## config.mk

```make
export PLATFORM = sky130hd
export DESIGN_NAME = cipher64_core
export DESIGN_NICKNAME = d
export VERILOG_FILES = /design/src/rtl/cipher64_pkg.sv /design/src/rtl/c64_mulmod.sv /design/src/rtl/c64_seq.sv /design/src/rtl/c64_datapath.sv /design/src/rtl/cipher64_core.sv
export SDC_FILE = /design/constraint.sdc
export NUM_CORES = 1
export LEC_CHECK = 0
export ABC_AREA = 1
export BUFFER_PORTS_ARGS = -buffer_cell sky130_fd_sc_hd__buf_2
export CAP_MARGIN = 40
export CORE_ASPECT_RATIO = 2
export CORE_MARGIN = 2
export CORE_UTILIZATION = 25
export DETAILED_ROUTE_END_ITERATION = 12
export SYNTH_ARGS = -nofsm -noshare
export SYNTH_HDL_FRONTEND = slang
export SYNTH_SLANG_ARGS = --single-unit
```

## constraint.sdc

```tcl
create_clock -name clk -period 10.9 [get_ports clk]
set_clock_uncertainty 0.15 [all_clocks]
set_input_delay 0.545 -clock clk [delete_from_list [all_inputs] [get_ports clk]]
set_output_delay 0.545 -clock clk [all_outputs]
set_load 0.005 [all_outputs]
```

## src/rtl/cipher64_pkg.sv

```systemverilog
package cipher64_pkg;
  localparam int STEPS_PER_ROUND = 6;
  localparam int OUT_STEPS       = 4;

  function automatic int key_total(input int rounds);
    return rounds * STEPS_PER_ROUND + OUT_STEPS;
  endfunction

  typedef enum logic [2:0] {
    ST_MUL_A = 3'd0,
    ST_ADD_B = 3'd1,
    ST_ADD_C = 3'd2,
    ST_MUL_D = 3'd3,
    ST_MIX_E = 3'd4,
    ST_MIX_F = 3'd5
  } step_e;
endpackage

```

## src/rtl/c64_mulmod.sv

```systemverilog
module c64_mulmod #(
  parameter int W = 16
) (
  input  logic [W-1:0] a,
  input  logic [W-1:0] b,
  output logic [W-1:0] y
);
  localparam int PW = 2 * W;

  logic [PW-1:0] prod;
  logic [W-1:0]  lo;
  logic [W-1:0]  hi;

  always_comb begin
    prod = PW'(a) * PW'(b);
    lo   = prod[W-1:0];
    hi   = prod[PW-1:W];
    if (a == '0)
      y = W'(1) - b;
    else if (b == '0)
      y = W'(1) - a;
    else
      y = lo - hi + ((lo < hi) ? W'(1) : W'(0));
  end
endmodule

```

## src/rtl/c64_seq.sv

```systemverilog
module c64_seq
  import cipher64_pkg::*;
#(
  parameter int ROUNDS = 8,
  parameter int KEY_N  = 52,
  parameter int KA_W   = 6
) (
  input  logic            clk,
  input  logic            rst,
  input  logic            start,
  output logic            busy,
  output logic            accept,
  output logic [KA_W-1:0] key_addr,
  output logic            proc_vld,
  output step_e           proc_step,
  output logic            proc_final,
  output logic            proc_last
);
  localparam int RW = $clog2(ROUNDS + 1);
  localparam logic [KA_W-1:0] LAST = KA_W'(KEY_N - 1);

  logic          iss_act;
  step_e         iss_step;
  logic [RW-1:0] iss_rnd;

  assign busy   = iss_act | proc_vld;
  assign accept = start & ~busy;

  always_ff @(posedge clk) begin
    if (rst) begin
      iss_act    <= 1'b0;
      key_addr   <= '0;
      iss_step   <= ST_MUL_A;
      iss_rnd    <= '0;
      proc_vld   <= 1'b0;
      proc_step  <= ST_MUL_A;
      proc_final <= 1'b0;
      proc_last  <= 1'b0;
    end else begin
      proc_vld   <= iss_act;
      proc_step  <= iss_step;
      proc_final <= (iss_rnd == RW'(ROUNDS));
      proc_last  <= (key_addr == LAST);
      if (accept) begin
        iss_act  <= 1'b1;
        key_addr <= '0;
        iss_step <= ST_MUL_A;
        iss_rnd  <= '0;
      end else if (iss_act) begin
        if (key_addr == LAST)
          iss_act <= 1'b0;
        else
          key_addr <= key_addr + KA_W'(1);
        if (iss_step == ST_MIX_F) begin
          iss_step <= ST_MUL_A;
          iss_rnd  <= iss_rnd + RW'(1);
        end else begin
          iss_step <= step_e'(iss_step + 3'd1);
        end
      end
    end
  end
endmodule

```

## src/rtl/c64_datapath.sv

```systemverilog
module c64_datapath
  import cipher64_pkg::*;
#(
  parameter int W = 16
) (
  input  logic         clk,
  input  logic         rst,
  input  logic         load,
  input  logic [4*W-1:0] pt,
  input  logic         vld,
  input  step_e        step,
  input  logic         final_step,
  input  logic         last,
  input  logic [W-1:0] key,
  output logic [4*W-1:0] ct,
  output logic         done
);
  logic [W-1:0] wa, wb, wc, wd, sav_c;
  logic [W-1:0] mul_a, mul_y, c_plus_t;

  always_comb begin
    case (step)
      ST_MUL_D: mul_a = wd;
      ST_MIX_E: mul_a = wc ^ wa;
      ST_MIX_F: mul_a = (wb ^ wd) + wc;
      default:  mul_a = wa;
    endcase
  end

  c64_mulmod #(.W(W)) u_mul (
    .a (mul_a),
    .b (key),
    .y (mul_y)
  );

  assign c_plus_t = wc + mul_y;

  always_ff @(posedge clk) begin
    if (rst) begin
      wa    <= '0;
      wb    <= '0;
      wc    <= '0;
      wd    <= '0;
      sav_c <= '0;
      ct    <= '0;
      done  <= 1'b0;
    end else begin
      done <= vld & last;
      if (load) begin
        wa <= pt[4*W-1:3*W];
        wb <= pt[3*W-1:2*W];
        wc <= pt[2*W-1:W];
        wd <= pt[W-1:0];
      end else if (vld) begin
        case (step)
          ST_MUL_A: wa <= mul_y;
          ST_ADD_B: begin
            if (final_step) wc <= wc + key;
            else            wb <= wb + key;
          end
          ST_ADD_C: begin
            if (final_step) wb <= wb + key;
            else            wc <= wc + key;
          end
          ST_MUL_D: begin
            wd <= mul_y;
            if (final_step) ct <= {wa, wc, wb, mul_y};
          end
          ST_MIX_E: begin
            sav_c <= wc;
            wc    <= mul_y;
          end
          ST_MIX_F: begin
            wa <= wa ^ mul_y;
            wb <= mul_y ^ sav_c;
            wc <= c_plus_t ^ wb;
            wd <= wd ^ c_plus_t;
          end
          default: ;
        endcase
      end
    end
  end
endmodule

```

## src/rtl/cipher64_core.sv

```systemverilog
module cipher64_core
  import cipher64_pkg::*;
#(
  parameter int WORD_W = 16,
  parameter int ROUNDS = 8,
  localparam int KEY_N = key_total(ROUNDS),
  localparam int KA_W  = $clog2(KEY_N)
) (
  input  logic                clk,
  input  logic                rst,
  input  logic                start,
  input  logic [4*WORD_W-1:0] plaintext,
  output logic [KA_W-1:0]     key_addr,
  input  logic [WORD_W-1:0]   key_data,
  output logic [4*WORD_W-1:0] ciphertext,
  output logic                done
);
  logic  busy, accept, proc_vld, proc_final, proc_last;
  step_e proc_step;

  c64_seq #(.ROUNDS(ROUNDS), .KEY_N(KEY_N), .KA_W(KA_W)) u_seq (
    .clk        (clk),
    .rst        (rst),
    .start      (start),
    .busy       (busy),
    .accept     (accept),
    .key_addr   (key_addr),
    .proc_vld   (proc_vld),
    .proc_step  (proc_step),
    .proc_final (proc_final),
    .proc_last  (proc_last)
  );

  c64_datapath #(.W(WORD_W)) u_dp (
    .clk        (clk),
    .rst        (rst),
    .load       (accept),
    .pt         (plaintext),
    .vld        (proc_vld),
    .step       (proc_step),
    .final_step (proc_final),
    .last       (proc_last),
    .key        (key_data),
    .ct         (ciphertext),
    .done       (done)
  );
endmodule

```

* Yosys cells after proc, flatten, opt, wreduce, memory -nomap -nowiden
Cells that the tools add are included.
** Storage, ports and cells
- Register bits after elaboration :: 165
- Input port bits :: 83
- Output and inout bits :: 71
- Logic and storage cells :: 93
** Cells by class
- Add/subtract/negate cells :: 11
- $mul :: 1
- $lt $le $gt $ge :: 1
- Equality and inequality tests :: 12
- Multiplexer cells :: 24
- Bitwise logic cells :: 12
- Reductions and logical operators :: 17
** Operators by type and width (count)
- two-way mux 16 bit :: 14
- one-hot mux 16 bit (3 select lines) :: 2
- XOR 16 bit :: 6
- adder 16 bit :: 4
- one-hot mux 16 bit (2 select lines) :: 2
- one-hot mux 16 bit (4 select lines) :: 1
- logical NOT 16 bit :: 2
- multiplier 16 x 16 -> 32 bit :: 1
- subtractor 1 x 16 -> 16 bit (first input constant) :: 2
- adder 16 x 1 -> 16 bit :: 1
- < comparator 16 bit :: 1
- subtractor 16 bit :: 1
- != test 3 bit (second input constant) :: 4
- AND reduction 4 bit :: 3
- == test 3 bit (second input constant) :: 3
- AND reduction 2 bit :: 4
- adder 6 x 1 -> 6 bit (second input constant) :: 1
- == test 3 x 2 -> 1 bit (second input constant) :: 2
- == test 6 bit (second input constant) :: 1
- nonzero test 3 bit :: 2
- nonzero test 5 bit :: 1
- adder 4 x 1 -> 4 bit (second input constant) :: 1
- == test 4 bit (second input constant) :: 1
- two-way mux 1 bit :: 4
- 11 further kinds :: 14

* Depth between registers and ports, before layout
Gate-level depths: netlist of run 1.
- Depth in word-level cells :: 14
- Depth in mapped cells :: 87
- Mapped depth without buffers :: 86

* By module
Synthesis of run 1 repeated with hierarchy kept, for this count alone.
** Unflattened totals
- Cells, all modules :: 3481
- Area, all modules :: 23186.0 um2
** By module, submodules not included
- c64_mulmod :: instances 1, cells an instance 1677, area each 11488.5 um2, seq. area each 0.0 um2
- c64_datapath :: instances 1, cells an instance 1700, area each 10846.7 um2, seq. area each 2902.8 um2
- c64_seq :: instances 1, cells an instance 104, area each 850.8 um2, seq. area each 400.4 um2

* Least setup slack after synthesis of run 1
No wires, ideal clock.
- Path kind :: flip-flop to flip-flop
- Start :: register u_dp.wd[0]
- End :: register u_dp.wd[13]
- Library setup time :: 70 ps
- Data arrival time :: 11843 ps
- Data required time :: 10680 ps
- Path slack :: -1163 ps
- Stages on the path, launching flop included :: 77
- Buffers on the path :: 1
- Clock period less this slack :: 12063 ps
- Cell sequence :: dfxtp_1 xor2_1 ha_1 fa_1 nand2_1 nand2_1 nand3_1 nand2_1 nand2_1 nand2_1 nand2_1 nand3_1 nand2_1 nand2_1 inv_1 clkbuf_1 nand2_1 fa_1 [41 not listed] inv_2 ha_1 nand2_1 nor3_1 nand2_1 o211ai_1 a21oi_1 o21ai_0 a21oi_1 o21bai_1 nand2_1 nand2_1 xor2_1 inv_1 o21ai_0 a21oi_1 or2_1 a21oi_1
** Between the ends
- Cells in the longest elaborated chain, start to end :: 14
- Elaborated cells on any way between the ends :: 17
- Those cells by class :: add/sub (5); mul (1); order compare (1); mux (7); bitwise (2); reduce/logical (1)
** RTL lines
- start, declared :: RTL line c64_datapath.sv:18 : logic [W-1:0] wa, wb, wc, wd, sav_c;
- start signal, assigned :: RTL line c64_datapath.sv:53 : wd <= pt[W-1:0];
- start signal, assigned :: RTL line c64_datapath.sv:66 : wd <= mul_y;
- start signal, assigned :: RTL line c64_datapath.sv:77 : wd <= wd ^ c_plus_t;
- XOR 16 bit :: RTL line c64_datapath.sv:25 : ST_MIX_F: mul_a = (wb ^ wd) + wc;
- adder 16 bit :: RTL line c64_datapath.sv:25
- one-hot mux 16 bit (3 select lines) * :: RTL line c64_datapath.sv:22 : case (step)
- multiplier 16 x 16 -> 32 bit :: RTL line c64_mulmod.sv:15 : prod = PW'(a) * PW'(b);
- < comparator 16 bit :: RTL line c64_mulmod.sv:23 : y = lo - hi + ((lo < hi) ? W'(1) : W'(0));
- two-way mux 1 bit :: RTL line c64_mulmod.sv:23
- adder 16 x 1 -> 16 bit :: RTL line c64_mulmod.sv:23
- two-way mux 16 bit :: RTL line c64_mulmod.sv:20 : else if (b == '0)
- two-way mux 16 bit * :: RTL line c64_mulmod.sv:18 : if (a == '0)
- via u_dp.mul_y[6] :: RTL line c64_datapath.sv:19 : logic [W-1:0] mul_a, mul_y, c_plus_t;
- adder 16 bit * :: RTL line c64_datapath.sv:36 : assign c_plus_t = wc + mul_y;
- XOR 16 bit * :: RTL line c64_datapath.sv:77
- one-hot mux 16 bit (2 select lines) * :: RTL line c64_datapath.sv:55 : case (step)
- two-way mux 16 bit * :: RTL line c64_datapath.sv:54 : end else if (vld) begin
- two-way mux 16 bit * :: RTL line c64_datapath.sv:49 : if (load) begin
The timed path passes the listed nets; every way through them passes the cells marked *. The select of a mux whose other input is x is not followed.
A chain may end at the register's enable or synchronous reset.

* Worst setup path in the final report of run 1
- Start :: register u_dp.wb[5]
- End :: register u_dp.wd[11]
** Between the ends
- Cells in the longest elaborated chain, start to end :: 14
- Elaborated cells on any way between the ends :: 17
- Those cells by class :: add/sub (5); mul (1); order compare (1); mux (7); bitwise (2); reduce/logical (1)
** RTL lines
- start, declared :: RTL line c64_datapath.sv:18
- start signal, assigned :: RTL line c64_datapath.sv:51 : wb <= pt[3*W-1:2*W];
- start signal, assigned :: RTL line c64_datapath.sv:59 : else wb <= wb + key;
- start signal, assigned :: RTL line c64_datapath.sv:62 : if (final_step) wb <= wb + key;
- XOR 16 bit * :: RTL line c64_datapath.sv:25
- adder 16 bit * :: RTL line c64_datapath.sv:25
- one-hot mux 16 bit (3 select lines) * :: RTL line c64_datapath.sv:22
- multiplier 16 x 16 -> 32 bit :: RTL line c64_mulmod.sv:15
- < comparator 16 bit :: RTL line c64_mulmod.sv:23
- two-way mux 1 bit :: RTL line c64_mulmod.sv:23
- adder 16 x 1 -> 16 bit :: RTL line c64_mulmod.sv:23
- two-way mux 16 bit :: RTL line c64_mulmod.sv:20
- two-way mux 16 bit * :: RTL line c64_mulmod.sv:18
- via u_dp.mul_y[6] :: RTL line c64_datapath.sv:19
- adder 16 bit * :: RTL line c64_datapath.sv:36
- XOR 16 bit * :: RTL line c64_datapath.sv:77
- one-hot mux 16 bit (2 select lines) * :: RTL line c64_datapath.sv:55
- two-way mux 16 bit * :: RTL line c64_datapath.sv:54
- two-way mux 16 bit * :: RTL line c64_datapath.sv:49
Marked as above.

==> results of run 1 <==
-- final cells by class --
type / count / area [sq um]
fillers: 8926 / 54900
multi-input cells: 2208 / 16900
repair buffers: 744 / 5590
flip-flops and latches: 165 / 3320
inverters: 550 / 2100
well taps: 1071 / 1340
clock buffers: 28 / 657
clock inverters: 5 / 53.8
diodes: 1 / 2.50
-- logic make-up after synthesis --
group,count (synthesis)
flip-flops,165
adder cells (fa/ha/maj),407
XOR/XNOR,105
AO/OA/AOI/OAI,606
buffers and inverters,662
AND/OR/NAND/NOR,1090
-- cell usage in the layout, fill, tap and decap left out, types with 10 or more instances in the layout --
cell type,n
xor2_2,10
dfxtp_2,11
o21ai_2,17
buf_2,153
buf_12,15
nor3_1,20
nor2_1,280
o21ai_0,161
nand3_1,77
ha_4,22
or2_2,11
xor2_1,67
nand4_1,15
nand2_4,15
inv_1,495
nor2_2,11
a21oi_2,27
nand2_1,520
dfxtp_1,154
nand3_2,36
o211ai_1,23
a31oi_1,18
fa_1,198
xnor2_1,22
nand2_2,56
clkbuf_16,25
buf_6,29
o21ai_1,46
ha_1,173
inv_2,40
a21oi_1,239
buf_4,542
-- state kept, by name, indices dropped and copies added (netlist names) --
signal	count
u_seq.iss_step	3
u_seq.key_addr	6
u_dp.done	1
u_dp.wa	16
u_dp.ct	64
u_seq.proc_step	3
u_seq.iss_rnd	4
u_dp.sav_c	16
u_seq.proc_final	1
u_seq.iss_act	1
u_dp.wd	16
u_dp.wc	16
u_seq.proc_vld	1
u_seq.proc_last	1
u_dp.wb	16
-- worst min-delay path by stage --
stage               startpoint          to  slack [ns]  cells after the start
2_1_floorplan  u_seq.proc_last   u_dp.done        0.25                      2
3_3_place_gp   u_seq.proc_last   u_dp.done        0.27                      2
3_5_place_dp   u_seq.proc_last   u_dp.done        0.26                      2
4_1_cts          plaintext[20]  u_dp.wc[4]        0.18                      3
5_1_grt          plaintext[20]  u_dp.wc[4]        0.21                      3
6_report         plaintext[20]  u_dp.wc[4]        0.19                      3
-- metal layers --
metal  routed length (um)  vias to the layer above  GRT usage [%]
met5                   61                        -              0
met1                31000                    11079           20.1
met3                 5110                      484           3.37
met4                12100                       10           22.5
li1                     -                    10946              -
met2                52300                      936           42.7
-- per-stage QoR --
stage / instance area (sq um) / TNS [ns] / util (%) / worst slack (ns) / hold slack [ns]
2_1_floorplan: 21700 / -1.21 / - / -0.311 / 0.254
3_3_place_gp: 27600 / -62.99 / 32.5 / -2.25 / 0.270
3_5_place_dp: 27700 / -63.94 / 32.6 / -2.25 / 0.264
4_1_cts: 29500 / -33.14 / 34.8 / -1.53 / 0.176
5_1_grt: 29900 / -62.64 / 35.3 / -2.09 / 0.214
6_report: 29900 / -31.84 / 35.3 / -1.47 / 0.189
-- repair_timing --
action | in CTS | in global routing
setup endpoints to repair | 61 | 70
buffers inserted | 42 | 10
gates resized for setup | 223 | 97
gates cloned | 0 | 0
pin swaps | 142 | 83
-- critical path: cells and delay by family (launching register included) --
family | cells | cell delay, ns
AO/OA/AOI/OAI | 15 | 2.32
buffers and inverters | 19 | 1.91
flip-flops | 1 | 0.35
XOR/XNOR | 3 | 0.54
adder cells (fa/ha/maj) | 13 | 4.88
AND/OR/NAND/NOR | 22 | 2.09
==> summary.txt, run 1 <==
Setup path
  • Worst setup EP type: register
  • Flop-to-flop setup slack: -1.47 ns
  • R2r endpoint: u_dp.wd[11]
  • Arr. time, crit path: between 10 and 15 ns
  • Critical path required time: around 11 ns
  • Number of cell instances on the worst register-to-register path: 72
  • Path type of the worst setup path: reg -> reg
  • Largest stage delay on the critical path: 0.56 ns
  • Cell mode on critical path: inv_1
  • Critical Path Source Type: register
  • Worst setup path start: u_dp.wb[5]
  • Endpoint of the most critical setup path: u_dp.wd[11]
  • Cell type of the slowest stage on the worst timing path: fa_1
  • Worst R2R Start: u_dp.wb[5]
  • CP Max Fanout: 5

Placement
  • Final weighted congestion in routability-driven placement: 1.04
  • Detailed Place HPWL: around 83 mm
  • Post-Place Cells: 4697
  • Count of input and output buffers: between 150 and 200

Logic synthesis
  • Post-synth EDFFs: 0
  • Fraction of the mapped netlist area in simple logic gates: 21.5%
  • Syn_nets: between 3000 and 4000
  • Fraction of synthesis flops using an asynchronous set or reset pin: 0%
  • Top post-synthesis cells by area: fa_1 (19%), dfxtp_1 (15%), ha_1 (12%), nand2_1 (10%), inv_1 (9.3%)
  • Cell count after synthesis: about 3000
  • Synth Register Bits: between 150 and 200
  • Share of synthesized cell area in full adder, half adder and majority cells: between 30% and 40%
  • Main flop type after synthesis: dfxtp_1
  • Synth area leader: fa_1
  • Synthesized area divided by synthesized cell count: 7.05 sq um
  • XOR/XNOR Fraction of Synth Area: approximately 4.3%
  • Most common cell in the synthesized netlist: nand2_1
  • Largest family of logic cells by synthesized area: adder cells
  • Mux share of post-synthesis cell area: 0%
  • Top-area cell type share of the netlist area: 19.4%
  • Cell types with the highest counts after synthesis: nand2_1 (572), inv_1 (528), nor2_1 (290)
  • Register area share after synthesis: ~15%
  • Number of distinct standard cells referenced by the synthesized netlist: 64
  • Synthesized-area fraction occupied by ao, oa, aoi and oai cells: 15.9%
  • Area of the mapped netlist: 21400 sq um
  • Syn. warnings: 0

Clock tree
  • Clock Sink Count: roughly 170
  • Number of buffers inserted by hold repair at cts: 0
  • Clock tree from TritonCTS: yes
  • Clock tree buffer depth: 3
  • Worst skew pair latency: approximately 0.53 ns
  • Clock tree root driver cell: clkbuf_16
  • Depth of the CTS H-tree: 4
  • Clk pin slew, worst setup/hold paths: 0.07 ns
  • Number of buffers added by the clock tree synthesis step: 25

Routing
  • Number of antenna-violating nets in the routed design: 0
  • # DRC: 0
  • Drt initial violations: between 1000 and 1500
  • Routed wire length: 101 mm
  • 1st-pass router iterations: 9
  • Routed vias/inst: a little under 5
  • Mean routed wirelength per cell: around 21 um
  • Via count: about 23000

Cells and area
  • Fin cells: about 4800
  • Syn-to-layout area delta: 39.8%
  • Share of cells above drive strength 1: a little under a third
  • Nets: 4184

Timing
  • Transition at the pin with the smallest max-transition slack: roughly 0.95 ns
  • Relative slew margins: between 30% and 40%
  • Number of hold violations in the final report: 0
  • Number of setup violations in the final report: 40
  • Setup slack after layout: -1.47 ns
  • Fin crit share: 113%
  • RSZ-0062 raised after global routing: true
  • Maximum clock rate: 0.0809 GHz
  • Slew Limit Fails: 0
  • Post-route minimum period: 12.37 ns

Outcome
  • Violated checks: negative setup slack
  • Run status: complete, but fails checks

Hold path
  • Class of the tightest hold or removal check: in -> reg

Global routing
  • Total Routing Usage GR: about 23%
  • Initial antenna violation count: 12
  • Remaining global-route overflow: 0
  • Maximum number of pins on one net before global-route repair: 87
  • Number of global-route vias before repair: 24485
  • First-pass GRT wire length: 147 mm

Job
  • Max-cap viol count: 0

Die
  • Die width: 211 um
  • Starting utilization of the core area: about a quarter
  • Area of the die: between 80000 and 90000 sq um
  • Chip Height: between 400 and 500 um
  • I/O pin count: roughly 150
  • Total core area: between 80000 and 90000 sq um
  • Standard-cell rows: roughly 150
Power of run 1 is left out: the tool's default activity adds up to more than one toggle a clock period on the data nets, which glitch-free logic cannot reach.
==> run 2: changes to the inputs <==
- SKIP_CTS_REPAIR_TIMING: not set -> 1
==> summary.txt, run 2 (synthesis results as in run 1) <==
Outcome
  • Run status: complete, but fails checks
  • Violated checks: negative setup slack

Setup path
  • Critical path required time: roughly 11 ns
  • Worst setup EP type: register
  • CP Max Fanout: 5
  • Critical Path Source Type: register
  • Buffers & Inverters on Critical Path: 11
  • Path type of the worst setup path: reg -> reg
  • Largest stage delay on the critical path: ~0.55 ns
  • Cell mode on critical path: nand2_1
  • Worst R2R Start: u_dp.wd[2]
  • Cell type of the slowest stage on the worst timing path: fa_1
  • Worst setup path start: u_dp.wd[2]
  • Arr. time, crit path: 12.63 ns
  • Top cell family by delay on the critical path: adder cells

Die
  • Die width: 211 um
  • I/O pin count: 154
  • Starting utilization of the core area: between 20% and 30%
  • Chip Height: 418 um
  • Standard-cell rows: roughly 150
  • Area of the die: between 80000 and 90000 sq um
  • Total core area: approximately 85000 sq um

Timing
  • RSZ-0062 raised after global routing: true
  • Setup slack after layout: -1.44 ns
  • Number of hold violations in the final report: 0
  • Post-route minimum period: ~12 ns
  • Worst hold slack: about 0.19 ns
  • Maximum clock rate: 0.0810 GHz
  • Fin crit share: 113%
  • Slew Limit Fails: 0
  • Transition at the pin with the smallest max-transition slack: slightly above 0.9 ns
  • Number of setup violations in the final report: 36
  • Relative slew margins: ~38%

Job
  • Max-cap viol count: 0

Hold path
  • Hold Startpoint: plaintext[20]
  • Class of the tightest hold or removal check: in -> reg

Clock tree
  • Clock tree buffer depth: 3
  • Worst skew pair latency: 0.53 ns
  • Clock Sink Count: 165
  • Depth of the CTS H-tree: 4
  • Clock tree root driver cell: clkbuf_16
  • Clock tree from TritonCTS: yes
  • Clk pin slew, worst setup/hold paths: 0.07 ns
  • Number of buffers added by the clock tree synthesis step: 25

Routing
  • Number of antenna-violating nets in the routed design: 0
  • Drt initial violations: 1360
  • Routed vias/inst: between 4 and 5
  • 1st-pass router iterations: 7
  • Routed wire length: ~100 mm
  • Via count: ~23000
  • Mean routed wirelength per cell: around 21 um
  • # DRC: 0

Global routing
  • Initial antenna violation count: 11
  • Total Routing Usage GR: 22.5%
  • Remaining global-route overflow: 0
  • First-pass GRT wire length: around 150 mm
  • Number of global-route vias before repair: 24064
  • Maximum number of pins on one net before global-route repair: 87

Cells and area
  • Most common library cell in the layout ignoring fill and taps: buf_4
  • Register bank with the most flops: u_dp.ct
  • Nets: about 4200
  • Most frequent cells in the layout: buf_4 (532), nand2_1 (517), inv_1 (500), nor2_1 (278), a21oi_1 (239)
  • Max reg flops: 64
  • Share of cells above drive strength 1: about 30%
  • Syn-to-layout area delta: 39.0%
  • Fill cell count: about 8900
  • Final instance area: around 30000 sq um

Placement
  • Count of input and output buffers: 153
  • Final weighted congestion in routability-driven placement: slightly above 1
  • Standard cell area after detailed placement: approximately 28000 sq um
  • Detailed Place HPWL: between 80 and 90 mm
[run 2: stage by stage]
| stage | setup WS (ns) | setup TNS, ns | utilization [%] | cells |
|---|---|---|---|---|
| 6_report | -1.44 | -29.40 | 35.1 | 4755 |
| 5_1_grt | -2.12 | -60.46 | 35.1 | 4754 |
| 4_1_cts | -2.35 | -69.15 | 33.5 | 4730 |
| 3_5_place_dp | -2.25 | -63.94 | 32.6 | 4697 |
| 3_3_place_gp | -2.25 | -62.99 | 32.5 | 4693 |
| 2_1_floorplan | -0.311 | -1.21 | - | 3035 |
[run 2: final cells by class]
type | instances | area [sq um] | area share, %
sequential | 165 | 3320 | 11.2
timing repair buffer | 727 | 5450 | 18.3
clock buffer | 28 | 657 | 2.21
multi-input combinational | 2208 | 16800 | 56.5
tap | 1071 | 1340 | 4.51
clock inverter | 5 | 53.8 | 0.181
inverter | 550 | 2110 | 7.09
antenna | 1 | 2.50 | 0.00842
[run 2: path summary, 6_finish.rpt]
check        depth (start not counted)  slack, ns     endpoint
max                                 71      -1.44  u_dp.wc[12]
min                                  3       0.19   u_dp.wc[4]
max reg2reg                         71      -1.44  u_dp.wc[12]
min reg2reg                          2       0.27    u_dp.done
[run 2: per-layer routing]
metal / global-route usage, % / wire, um
met5: 0 / 61
met1: 20.3 / 31100
met2: 42.8 / 52600
met4: 20.9 / 11200
met3: 2.94 / 5030
[run 2: worst register-to-register path: cells and delay by family (launching register included)]
family / cells / cell delay [ns]
AO/OA/AOI/OAI: 19 / 2.60
adder cells (fa/ha/maj): 13 / 4.87
XOR/XNOR: 3 / 0.56
buffers and inverters: 11 / 1.15
AND/OR/NAND/NOR: 25 / 2.58
flip-flops: 1 / 0.38
Power of run 2 is left out for the same reason.
